`src/rtl/ata_tf_pkg.sv`:
```
package ata_tf_pkg;

    typedef enum logic [1:0] {
        ACC_NONE,
        ACC_BYTE_LO,
        ACC_BYTE_HI,
        ACC_WORD
    } acc_kind_e;

    typedef enum logic [3:0] {
        SEL_NONE,
        SEL_DATA_SEQ,
        SEL_DATA_ODD,
        SEL_DATA_WORD,
        SEL_ERR_FEAT,
        SEL_SEC_CNT,
        SEL_SEC_NUM,
        SEL_CYL_LO,
        SEL_CYL_HI,
        SEL_CARD_HEAD,
        SEL_STAT_CMD,
        SEL_ALT_CTL,
        SEL_DRV_RSV
    } tf_sel_e;

    typedef struct packed {
        acc_kind_e kind;
        tf_sel_e   lo;
        tf_sel_e   hi;
    } acc_t;

    typedef enum logic [1:0] {
        ST_IDLE,
        ST_READ,
        ST_WRITE
    } bus_state_e;

    localparam int NUM_TF = 8;

    // Register selected by a byte access at a given offset
    function automatic tf_sel_e byte_sel(input logic [3:0] off);
        tf_sel_e s;
        case (off)
            4'h0, 4'h8: s = SEL_DATA_SEQ;
            4'h9:       s = SEL_DATA_ODD;
            4'h1, 4'hD: s = SEL_ERR_FEAT;
            4'h2:       s = SEL_SEC_CNT;
            4'h3:       s = SEL_SEC_NUM;
            4'h4:       s = SEL_CYL_LO;
            4'h5:       s = SEL_CYL_HI;
            4'h6:       s = SEL_CARD_HEAD;
            4'h7:       s = SEL_STAT_CMD;
            4'hE:       s = SEL_ALT_CTL;
            4'hF:       s = SEL_DRV_RSV;
            default:    s = SEL_NONE;
        endcase
        return s;
    endfunction

    // Selector owned by each slot of the writable register file
    function automatic tf_sel_e tf_slot_sel(input int slot);
        tf_sel_e s;
        case (slot)
            0:       s = SEL_ERR_FEAT;
            1:       s = SEL_SEC_CNT;
            2:       s = SEL_SEC_NUM;
            3:       s = SEL_CYL_LO;
            4:       s = SEL_CYL_HI;
            5:       s = SEL_CARD_HEAD;
            6:       s = SEL_STAT_CMD;
            default: s = SEL_ALT_CTL;
        endcase
        return s;
    endfunction

endpackage

```
`src/rtl/ata_tf_addr_decode.sv`:
```
module ata_tf_addr_decode
    import ata_tf_pkg::*;
(
    input  logic [3:0] addr,
    input  logic       ce1_n,
    input  logic       ce2_n,
    output acc_t       acc
);

    logic word_data;

    always_comb begin
        word_data = (addr[3:1] == 3'd0) || (addr[3:1] == 3'd4);
        acc.kind  = ACC_NONE;
        acc.lo    = SEL_NONE;
        acc.hi    = SEL_NONE;
        unique case ({ce2_n, ce1_n})
            2'b00: begin
                acc.kind = ACC_WORD;
                if (word_data) begin
                    acc.lo = SEL_DATA_WORD;
                    acc.hi = SEL_DATA_WORD;
                end else begin
                    acc.lo = byte_sel({addr[3:1], 1'b0});
                    acc.hi = byte_sel({addr[3:1], 1'b1});
                end
            end
            2'b10: begin
                acc.kind = ACC_BYTE_LO;
                acc.lo   = byte_sel(addr);
            end
            2'b01: begin
                acc.kind = ACC_BYTE_HI;
                acc.hi   = byte_sel({addr[3:1], 1'b1});
            end
            default: acc.kind = ACC_NONE;
        endcase
    end

endmodule

```
`src/rtl/ata_tf_byte_ptr.sv`:
```
module ata_tf_byte_ptr #(
    parameter int AW = 4
) (
    input  logic          clk,
    input  logic          rst_n,
    input  logic          clear,
    input  logic          step_word,
    input  logic          step_byte,
    input  logic          byte_via_odd,
    output logic          byte_ptr,
    output logic          odd_first,
    output logic [AW-1:0] word_addr
);

    always_ff @(posedge clk or negedge rst_n) begin
        if (!rst_n) begin
            byte_ptr  <= 1'b0;
            odd_first <= 1'b0;
            word_addr <= '0;
        end else if (clear) begin
            byte_ptr  <= 1'b0;
            odd_first <= 1'b0;
            word_addr <= '0;
        end else if (step_word) begin
            byte_ptr  <= 1'b0;
            odd_first <= 1'b0;
            word_addr <= word_addr + 1'b1;
        end else if (step_byte) begin
            if (!byte_ptr) begin
                byte_ptr  <= 1'b1;
                odd_first <= byte_via_odd;
            end else begin
                byte_ptr  <= 1'b0;
                odd_first <= 1'b0;
                word_addr <= word_addr + 1'b1;
            end
        end
    end

endmodule

```
`src/rtl/ata_tf_sector_buf.sv`:
```
module ata_tf_sector_buf #(
    parameter int WORDS = 16,
    localparam int AW = $clog2(WORDS)
) (
    input  logic          clk,
    input  logic          we_lo,
    input  logic          we_hi,
    input  logic [AW-1:0] addr,
    input  logic [15:0]   wdata,
    output logic [15:0]   rdata
);

    logic [15:0] mem [WORDS];

    always_ff @(posedge clk) begin
        if (we_lo) mem[addr][7:0]  <= wdata[7:0];
        if (we_hi) mem[addr][15:8] <= wdata[15:8];
    end

    assign rdata = mem[addr];

endmodule

```
`src/rtl/ata_tf_decoder.sv`:
```
module ata_tf_decoder
    import ata_tf_pkg::*;
#(
    parameter int BUF_WORDS = 16,
    localparam int AW = $clog2(BUF_WORDS)
) (
    input  logic        clk,
    input  logic        rst_n,
    input  logic [3:0]  addr,
    input  logic        ce1_n,
    input  logic        ce2_n,
    input  logic        iord_n,
    input  logic        iowr_n,
    input  logic [15:0] data_in,
    output logic [15:0] data_out,
    output logic        data_oe_lo,
    output logic        data_oe_hi,
    input  logic [7:0]  err_in,
    input  logic [7:0]  status_in,
    input  logic [7:0]  drv_addr_in,
    output logic [7:0]  features_o,
    output logic [7:0]  dev_ctl_o,
    output logic [7:0]  command_o,
    output logic        cmd_strobe
);

    bus_state_e state, state_nx;
    acc_t       dec_acc, cur_acc;

    logic          commit_rd, commit_wr;
    logic          lo_wr_ok, hi_wr_ok;
    tf_sel_e       act_sel;
    logic          is_data_byte, is_data_word;
    logic          pick_odd;
    logic          cmd_hit;
    logic          byte_ptr, odd_first;
    logic [AW-1:0] word_addr;
    logic [15:0]   buf_rd, buf_wd;
    logic          buf_we_lo, buf_we_hi;
    logic [7:0]    tf_q [NUM_TF];
    logic [7:0]    lane_byte [2];

    ata_tf_addr_decode u_dec (
        .addr  (addr),
        .ce1_n (ce1_n),
        .ce2_n (ce2_n),
        .acc   (dec_acc)
    );

    // State register and latched decode
    always_ff @(posedge clk or negedge rst_n) begin
        if (!rst_n) begin
            state   <= ST_IDLE;
            cur_acc <= '0;
        end else begin
            state <= state_nx;
            if (state == ST_IDLE) cur_acc <= dec_acc;
        end
    end

    // Next state
    always_comb begin
        state_nx = state;
        unique case (state)
            ST_IDLE: begin
                if (dec_acc.kind != ACC_NONE && !iord_n)      state_nx = ST_READ;
                else if (dec_acc.kind != ACC_NONE && !iowr_n) state_nx = ST_WRITE;
            end
            ST_READ:  if (iord_n) state_nx = ST_IDLE;
            ST_WRITE: if (iowr_n) state_nx = ST_IDLE;
            default:  state_nx = ST_IDLE;
        endcase
    end

    // Outputs and commit controls
    always_comb begin
        commit_rd  = (state == ST_READ)  && iord_n;
        commit_wr  = (state == ST_WRITE) && iowr_n;
        lo_wr_ok   = commit_wr && (cur_acc.kind == ACC_BYTE_LO || cur_acc.kind == ACC_WORD);
        hi_wr_ok   = commit_wr && (cur_acc.kind == ACC_BYTE_HI || cur_acc.kind == ACC_WORD);
        data_oe_lo = (state == ST_READ) && (cur_acc.kind == ACC_BYTE_LO || cur_acc.kind == ACC_WORD);
        data_oe_hi = (state == ST_READ) && (cur_acc.kind == ACC_BYTE_HI || cur_acc.kind == ACC_WORD);
        act_sel    = (cur_acc.kind == ACC_BYTE_HI) ? cur_acc.hi : cur_acc.lo;
        is_data_byte = (cur_acc.kind == ACC_BYTE_LO || cur_acc.kind == ACC_BYTE_HI)
                       && (act_sel == SEL_DATA_SEQ || act_sel == SEL_DATA_ODD);
        is_data_word = (cur_acc.kind == ACC_WORD) && (cur_acc.lo == SEL_DATA_WORD);
        if (act_sel == SEL_DATA_ODD) pick_odd = 1'b1;
        else                         pick_odd = byte_ptr && !odd_first;
        cmd_hit = (lo_wr_ok && cur_acc.lo == SEL_STAT_CMD)
               || (hi_wr_ok && cur_acc.hi == SEL_STAT_CMD);
        buf_we_lo = commit_wr && (is_data_word || (is_data_byte && !pick_odd));
        buf_we_hi = commit_wr && (is_data_word || (is_data_byte && pick_odd));
        if (is_data_word)                    buf_wd = data_in;
        else if (cur_acc.kind == ACC_BYTE_HI) buf_wd = {data_in[15:8], data_in[15:8]};
        else                                 buf_wd = {data_in[7:0], data_in[7:0]};
        data_out = {data_oe_hi ? lane_byte[1] : 8'h00,
                    data_oe_lo ? lane_byte[0] : 8'h00};
    end

    ata_tf_byte_ptr #(.AW(AW)) u_ptr (
        .clk          (clk),
        .rst_n        (rst_n),
        .clear        (cmd_hit),
        .step_word    ((commit_rd || commit_wr) && is_data_word),
        .step_byte    ((commit_rd || commit_wr) && is_data_byte),
        .byte_via_odd (act_sel == SEL_DATA_ODD),
        .byte_ptr     (byte_ptr),
        .odd_first    (odd_first),
        .word_addr    (word_addr)
    );

    ata_tf_sector_buf #(.WORDS(BUF_WORDS)) u_buf (
        .clk   (clk),
        .we_lo (buf_we_lo),
        .we_hi (buf_we_hi),
        .addr  (word_addr),
        .wdata (buf_wd),
        .rdata (buf_rd)
    );

    // Writable task-file registers, one slot per selector
    for (genvar r = 0; r < NUM_TF; r++) begin : g_tf
        localparam tf_sel_e MY_SEL = tf_slot_sel(r);
        logic [7:0] q;
        always_ff @(posedge clk or negedge rst_n) begin
            if (!rst_n)                                q <= '0;
            else if (lo_wr_ok && cur_acc.lo == MY_SEL) q <= data_in[7:0];
            else if (hi_wr_ok && cur_acc.hi == MY_SEL) q <= data_in[15:8];
        end
        assign tf_q[r] = q;
    end

    // Read byte for each lane
    for (genvar ln = 0; ln < 2; ln++) begin : g_lane
        tf_sel_e    lsel;
        logic [7:0] rbyte;
        always_comb begin
            lsel = (ln == 1) ? cur_acc.hi : cur_acc.lo;
            case (lsel)
                SEL_DATA_SEQ, SEL_DATA_ODD: rbyte = pick_odd ? buf_rd[15:8] : buf_rd[7:0];
                SEL_DATA_WORD: rbyte = buf_rd[8*ln +: 8];
                SEL_ERR_FEAT:  rbyte = err_in;
                SEL_SEC_CNT:   rbyte = tf_q[1];
                SEL_SEC_NUM:   rbyte = tf_q[2];
                SEL_CYL_LO:    rbyte = tf_q[3];
                SEL_CYL_HI:    rbyte = tf_q[4];
                SEL_CARD_HEAD: rbyte = tf_q[5];
                SEL_STAT_CMD,
                SEL_ALT_CTL:   rbyte = status_in;
                SEL_DRV_RSV:   rbyte = drv_addr_in;
                default:       rbyte = 8'h00;
            endcase
        end
        assign lane_byte[ln] = rbyte;
    end

    always_ff @(posedge clk or negedge rst_n) begin
        if (!rst_n) cmd_strobe <= 1'b0;
        else        cmd_strobe <= cmd_hit;
    end

    assign features_o = tf_q[0];
    assign command_o  = tf_q[6];
    assign dev_ctl_o  = tf_q[7];

endmodule

```
`config.mk`:
```
export PLATFORM = sky130hd
export DESIGN_NAME = ata_tf_decoder
export DESIGN_NICKNAME = d
export VERILOG_FILES = /design/src/rtl/ata_tf_pkg.sv /design/src/rtl/ata_tf_addr_decode.sv /design/src/rtl/ata_tf_byte_ptr.sv /design/src/rtl/ata_tf_sector_buf.sv /design/src/rtl/ata_tf_decoder.sv
export SDC_FILE = /design/constraint.sdc
export NUM_CORES = 1
export LEC_CHECK = 0
export BUFFER_PORTS_ARGS = -buffer_cell sky130_fd_sc_hd__buf_2
export CAP_MARGIN = 20
export CELL_PAD_IN_SITES_DETAIL_PLACEMENT = 1
export CELL_PAD_IN_SITES_GLOBAL_PLACEMENT = 2
export CORE_AREA = 8 8 195 197
export CTS_CLUSTER_SIZE = 28
export DETAILED_ROUTE_END_ITERATION = 8
export DIE_AREA = 0 0 203 205
export PLACE_DENSITY_LB_ADDON = 0.1
export SLEW_MARGIN = 20
export SYNTH_ARGS = -nofsm -noshare
export SYNTH_HDL_FRONTEND = slang
export SYNTH_HIERARCHICAL = 1
export SYNTH_SLANG_ARGS = --single-unit
```
`constraint.sdc`:
```
create_clock -name clk -period 6.25 [get_ports clk]
set_input_delay 1.5625 -clock clk [delete_from_list [all_inputs] [get_ports clk]]
set_output_delay 1.5625 -clock clk [all_outputs]
set_load 0.02 [all_outputs]
```
# After elaboration in Yosys (flattened, before gate mapping)
# Memory sizes are Yosys's and may differ from the RTL's.
# Index checks and enable logic that the tools add are counted.
# classes
n_bitwise,0
n_addsub,1
muxes,52
n_lt_le_gt_ge,0
multipliers,0
n_div,0
reduce_logical,68
shifts,0
eq_ne,42
# op_table
cell,n
$mux 8,20
$pmux 8 s10,2
$eq 4x4->1 const B,10
$logic_and 1x1->1,33
$eq 4x3->1 const B,8
$mux 16,2
$pmux 4 s6,1
$eq 4x2->1 const B,5
$mux 4,5
$pmux 4 s5,1
$reduce_bool 2->1,9
$pmux 4 s2,2
$mux 1,13
$eq 4x1->1 const B,3
$pmux 2 s3,2
$reduce_or 2->1,6
$eq 3x3->1 const B,3
$logic_or 1x1->1,9
$eq 2x2->1 const B,4
$mux 2,4
$eq 2x1->1 const B,3
$eq 3x2->1 const B,2
$reduce_bool 3->1,2
$add 4x1->4 const B,1
other kinds (8),13
# word_totals
ramBits,256
rom_bits,64
in_bits,50
latch_bits,0
wordCells,181
reg_bits,83
output_inout_bits,43
mem_count,2
# memory_table
memory,words,width,rd,rd_ports_with_merged_regs,write_ports,line_no,text
u_buf.mem,16,16,1,0,1,ata_tf_sector_buf.sv:13,logic [15:0] mem [WORDS];
(name not given),16,4,1,0,0,ata_tf_pkg.sv:43,case (off)

# Logic depth before layout (Yosys ltp)
# depth
word_depth,10
ltp_mapped,11

# By module
# Netlist, hierarchy kept.
# modules_own_cells
mod,area_per_inst_um2,instances,cells_each
ata_tf_sector_buf,9825.7,1,445
ata_tf_decoder,5703.0,1,644
ata_tf_addr_decode,310.3,1,45
ata_tf_byte_ptr,274.0,1,25

# Worst setup path after synthesis
# OpenSTA, ideal clock, no wires.
# synth_timing
path_type,input port to output port
from,input port err_in[4]
to,output port data_out[4]
path_buffers,0
arrival_ps,2464
path_slack_ps,2224
stages,3
cell_sequence,mux4_2 a221oi_1 a21oi_1
# synth_between
elab_chain_cells,2
# synth_rtl
item,line_no,text
from (decl),ata_tf_decoder.sv:18,"input logic [7:0] err_in,"
$pmux 8 s10,ata_tf_decoder.sv:139,case (lsel)
$mux 8,ata_tf_decoder.sv:97,data_oe_lo ? lane_byte[0] : 8'h00};
to (decl),ata_tf_decoder.sv:15,"output logic [15:0] data_out,"
# Every way passes these cells.

# Final worst setup path
# layout_timing
from,register u_ptr.word_addr[0]
to,output port data_out[15]
# layout_between
elab_chain_cells,4
# layout_rtl
item,line_no,text
from (decl),ata_tf_byte_ptr.sv:12,output logic [AW-1:0] word_addr
from (signal assigned),ata_tf_byte_ptr.sv:27,word_addr <= word_addr + 1'b1;
from (signal assigned),ata_tf_byte_ptr.sv:35,word_addr <= word_addr + 1'b1;
$mem_v2 16x16 (*),n/a,
net buf_rd[15],ata_tf_decoder.sv:38,"logic [15:0] buf_rd, buf_wd;"
$mux 8,ata_tf_decoder.sv:140,"SEL_DATA_SEQ, SEL_DATA_ODD: rbyte = pick_odd ? buf_rd[15:8] : buf_rd[7:0];"
$pmux 8 s10 (*),ata_tf_decoder.sv:139,
$mux 8 (*),ata_tf_decoder.sv:96,"data_out = {data_oe_hi ? lane_byte[1] : 8'h00,"
# Mark *: on every way through the listed nets, which the timed path passes. The rest lies on a longest branch.

==> results_dict.tcl <==
set metrics [dict create \
    hold_depth 2 \
    synth.most_common_cell "edfxtp_1" \
    peakVddDrop_mv 0.298 \
    setup_tns_ns 0 \
    synth-seq-cells 339 \
    critPathKind "flop to output pin" \
    drv_cap 0 \
    antenna_found_initial 1 \
    die_w_um 203 \
    grt_pass1_vias 11100 \
    rr_endpoint "u_buf/mem[3][3]" \
    min_path_type "flop to flop" \
    netlist_instances 1159 \
    power_switching_share_pct 28.8 \
    synthAdderAreaFrac_pct 0.699 \
    nets 1271 \
    total_power_mw 6.25 \
    finalWirelength_um 49000 \
    r2r-start "g_lane[1].lsel[0]" \
    rsz0062_at_grt "false" \
    cts_buffers 38 \
    power.internal_mw 4.45 \
    switchingPower_mw 1.80 \
    grtUsageTotal_pct 23.7 \
    muxShareOfSynthArea_pct 16.8 \
    grt_overflow 0 \
    post-cts-setup-buffer-count 0 \
    hp-start "command_o[6]" \
    drc_errors 0 \
    drtIter0Drc 770 \
    p_seq_share_pct 43.5 \
    synth_edf_count 256 \
    vias 10400 \
    synthDominantCellAreaShare_pct 47.7 \
    synth_area_leaders "edfxtp_1 (48%), dfrtp_1 (13%), mux4_2 (9.5%)" \
    r2r_cells 7 \
    worstSetupStartpointType "flop" \
    clock-skew-final_ns 0.0193 \
    r2r_slack_ns 2.02 \
    cts_hold_buf 0 \
    clkTransAtPathRegs_ns 0.06 \
    clock_sinks 339 \
    crit_arrival_ns 4.12 \
    diodes 0 \
    synth_largest_area_cell "edfxtp_1" \
    initial_core_util_pct 46.1 \
    cts-htree-levels 2 \
    hold_viol 0 \
    die_y_um 205 \
    async_reset_ff_share_pct 24.5 \
    std_cell_rows 69 \
    ioPinCount 93 \
    yosys.area_share.simple_pct 8.52 \
    fmax_ghz 0.176 \
    leakagePower_nw 6.28 \
    dp_hpwl_um 33200 \
    cts_buffer_depth 3 \
    synth_compound_area_share_pct 9.76 \
    finalSetupViolations 0 \
    netlist-cell-type-count 70 \
    synth.top_cells.by_count "edfxtp_1 (256), nand2_1 (105), mux2i_1 (84)" \
    holdWs_ns 0.476 \
    clkLatencyLatePin_ns 0.56 \
    area_delta_synth_final_pct 12.2 \
    cts_tree "yes" \
    post_drt_via_cell_ratio 6.09 \
    cp.required_ns 4.69 \
    routabilityCongestion 0.940 \
    synth_xor_area_share_pct 0.163 \
    ctsResizeCount 0 \
    critical_path.endpoint_type "output pin" \
    syn_area_per_cell_um2 13.9 \
    root_buffer "clkbuf_16" \
    netlist_area_um2 16100 \
    grt_max_degree 50 \
    p_comb_share_pct 20.0 \
    cp_max_fo 49 \
    core_um2 35000 \
    yosysSeqAreaShare_pct 60.6 \
    p_clk_share_pct 36.5 \
    synth_ff_type "edfxtp_1" \
    ant_nets 0 \
    drt_first_pass_iters 5 \
    period_needed_ns 5.69 \
    fp.dieArea_um2 41600 \
    max_slew_margin_pct 26.1 \
    yosysWarnings 6 \
    wl_per_cell_um 28.8 \
    fill_cells 3416 \
    status "finished, final reports clean" \
    p_per_area_nw_per_um2 346 \
    tightest_slew_ns 1.11 \
    hold_end "command_o[6]" \
    drv_slew 0 \
    layout_worst_path_cycle_share_pct 91.0 \
    drive_gt1_share_pct 23.1 \
    io_buffers 92 \
    syn_nets 1218 \
    synth_top_family_by_area "multiplexers" \
    grt_first_pass_wirelength_um 73400 \
]
-- critical path, stage by stage, from the launching register on --
cell       delay (ns)
dfrtp_4          1.04
buf_12           0.31
mux4_2           0.53
a22oi_1          0.31
nand2_1          0.16
nand2_1          0.08
a21boi_0         0.10
a2111oi_0        0.49
o22ai_1          0.28
buf_2            0.26
-- cell usage in the layout, fill, tap and decap left out, types with 9 or more instances in the layout --
cell type / netlist / final
dfrtp_1: 83 / 81
a21oi_1: 26 / 26
o22ai_1: 9 / 9
buf_2: 35 / 91
o21ai_0: 80 / 80
nand2_1: 105 / 105
a22o_1: 9 / 9
nor2b_1: 23 / 20
ha_1: 9 / 9
clkbuf_16: 0 / 38
nand3_1: 18 / 18
clkbuf_1: 43 / 9
nand2b_1: 10 / 10
edfxtp_1: 256 / 256
mux2_2: 30 / 30
nor2_1: 76 / 75
mux2i_1: 84 / 84
inv_1: 14 / 14
a22oi_1: 35 / 35
nor3b_1: 10 / 10
mux4_2: 68 / 68
buf_4: 5 / 15
-- power groups by stage --
stage	clock network, mW	registers [mW]	logic (mW)
floorplan	0	2.62	1.00
global placement	0	2.76	1.23
detailed placement	0	2.77	1.24
CTS	2.33	2.72	1.25
global route	2.41	2.74	1.34
finish	2.28	2.72	1.25
-- flip-flops by register name, summed over array words and instances (netlist names), 2 cells and up --
| signal | cells |
|---|---|
| g_tf.q | 40 |
| dev_ctl_o | 8 |
| u_buf/mem | 256 |
| command_o | 8 |
| state | 2 |
| features_o | 8 |
| g_lane.lsel | 8 |
| cur_acc | 2 |
| u_ptr/word_addr | 4 |
-- metrics by stage --
stage | utilization, % | instance area, um2 | cells | worst slack [ns]
after floorplan | - | 16100 | 1159 | 2.22
after detailed placement | 48.1 | 16800 | 1633 | 1.19
final | 51.7 | 18100 | 1702 | 0.565
after CTS | 51.7 | 18100 | 1702 | 0.508
after global placement | 48.1 | 16800 | 1633 | 1.31
after global routing | 51.7 | 18100 | 1702 | 0.308
-- layer usage --
metal | vias up | part of all wire [%] | GRT usage, %
li1 | 4568 | - | -
met1 | 5397 | 43 | 31.2
met2 | 317 | 49 | 39.5
met3 | 80 | 5.2 | 3.89
met4 | 0 | 3.3 | 8.42
met5 | - | 0 | 0
-- area by class of cell --
| type | instances | area [um2] | area share [%] |
|---|---|---|---|
| Clock buffer | 49 | 1010 | 5.60 |
| Clock inverter | 20 | 248 | 1.37 |
| Inverter | 16 | 62.6 | 0.346 |
| Multi-Input combinational cell | 710 | 5820 | 32.2 |
| Sequential cell | 339 | 9770 | 54.1 |
| Tap cell | 461 | 577 | 3.19 |
| Timing Repair Buffer | 107 | 588 | 3.25 |
-- cells by family (layout without fill, tap and decap cells) --
logic type,count (synthesis),after routing
DFF,339,339
and+or+nand+nor,286,286
AOI/OAI and AO/OA,230,230
muxes,182,182
buffers and inverters,110,192
adders and majority gates,9,9
xor gates and xnor gates,3,3
-- how the worst max path moves through the flow --
| stage | start | endpoint | slack, ns |
|---|---|---|---|
| after detailed placement | u_ptr/word_addr[0] | data_out[15] | 1.19 |
| after CTS | u_ptr/word_addr[0] | data_out[15] | 0.51 |
| after floorplan | err_in[4] | data_out[4] | 2.22 |
| after global placement | u_ptr/word_addr[0] | data_out[15] | 1.31 |
| after global routing | u_ptr/word_addr[0] | data_out[15] | 0.31 |
| final | u_ptr/word_addr[0] | data_out[15] | 0.56 |
Note: power is estimated with default switching activity, not from simulation.
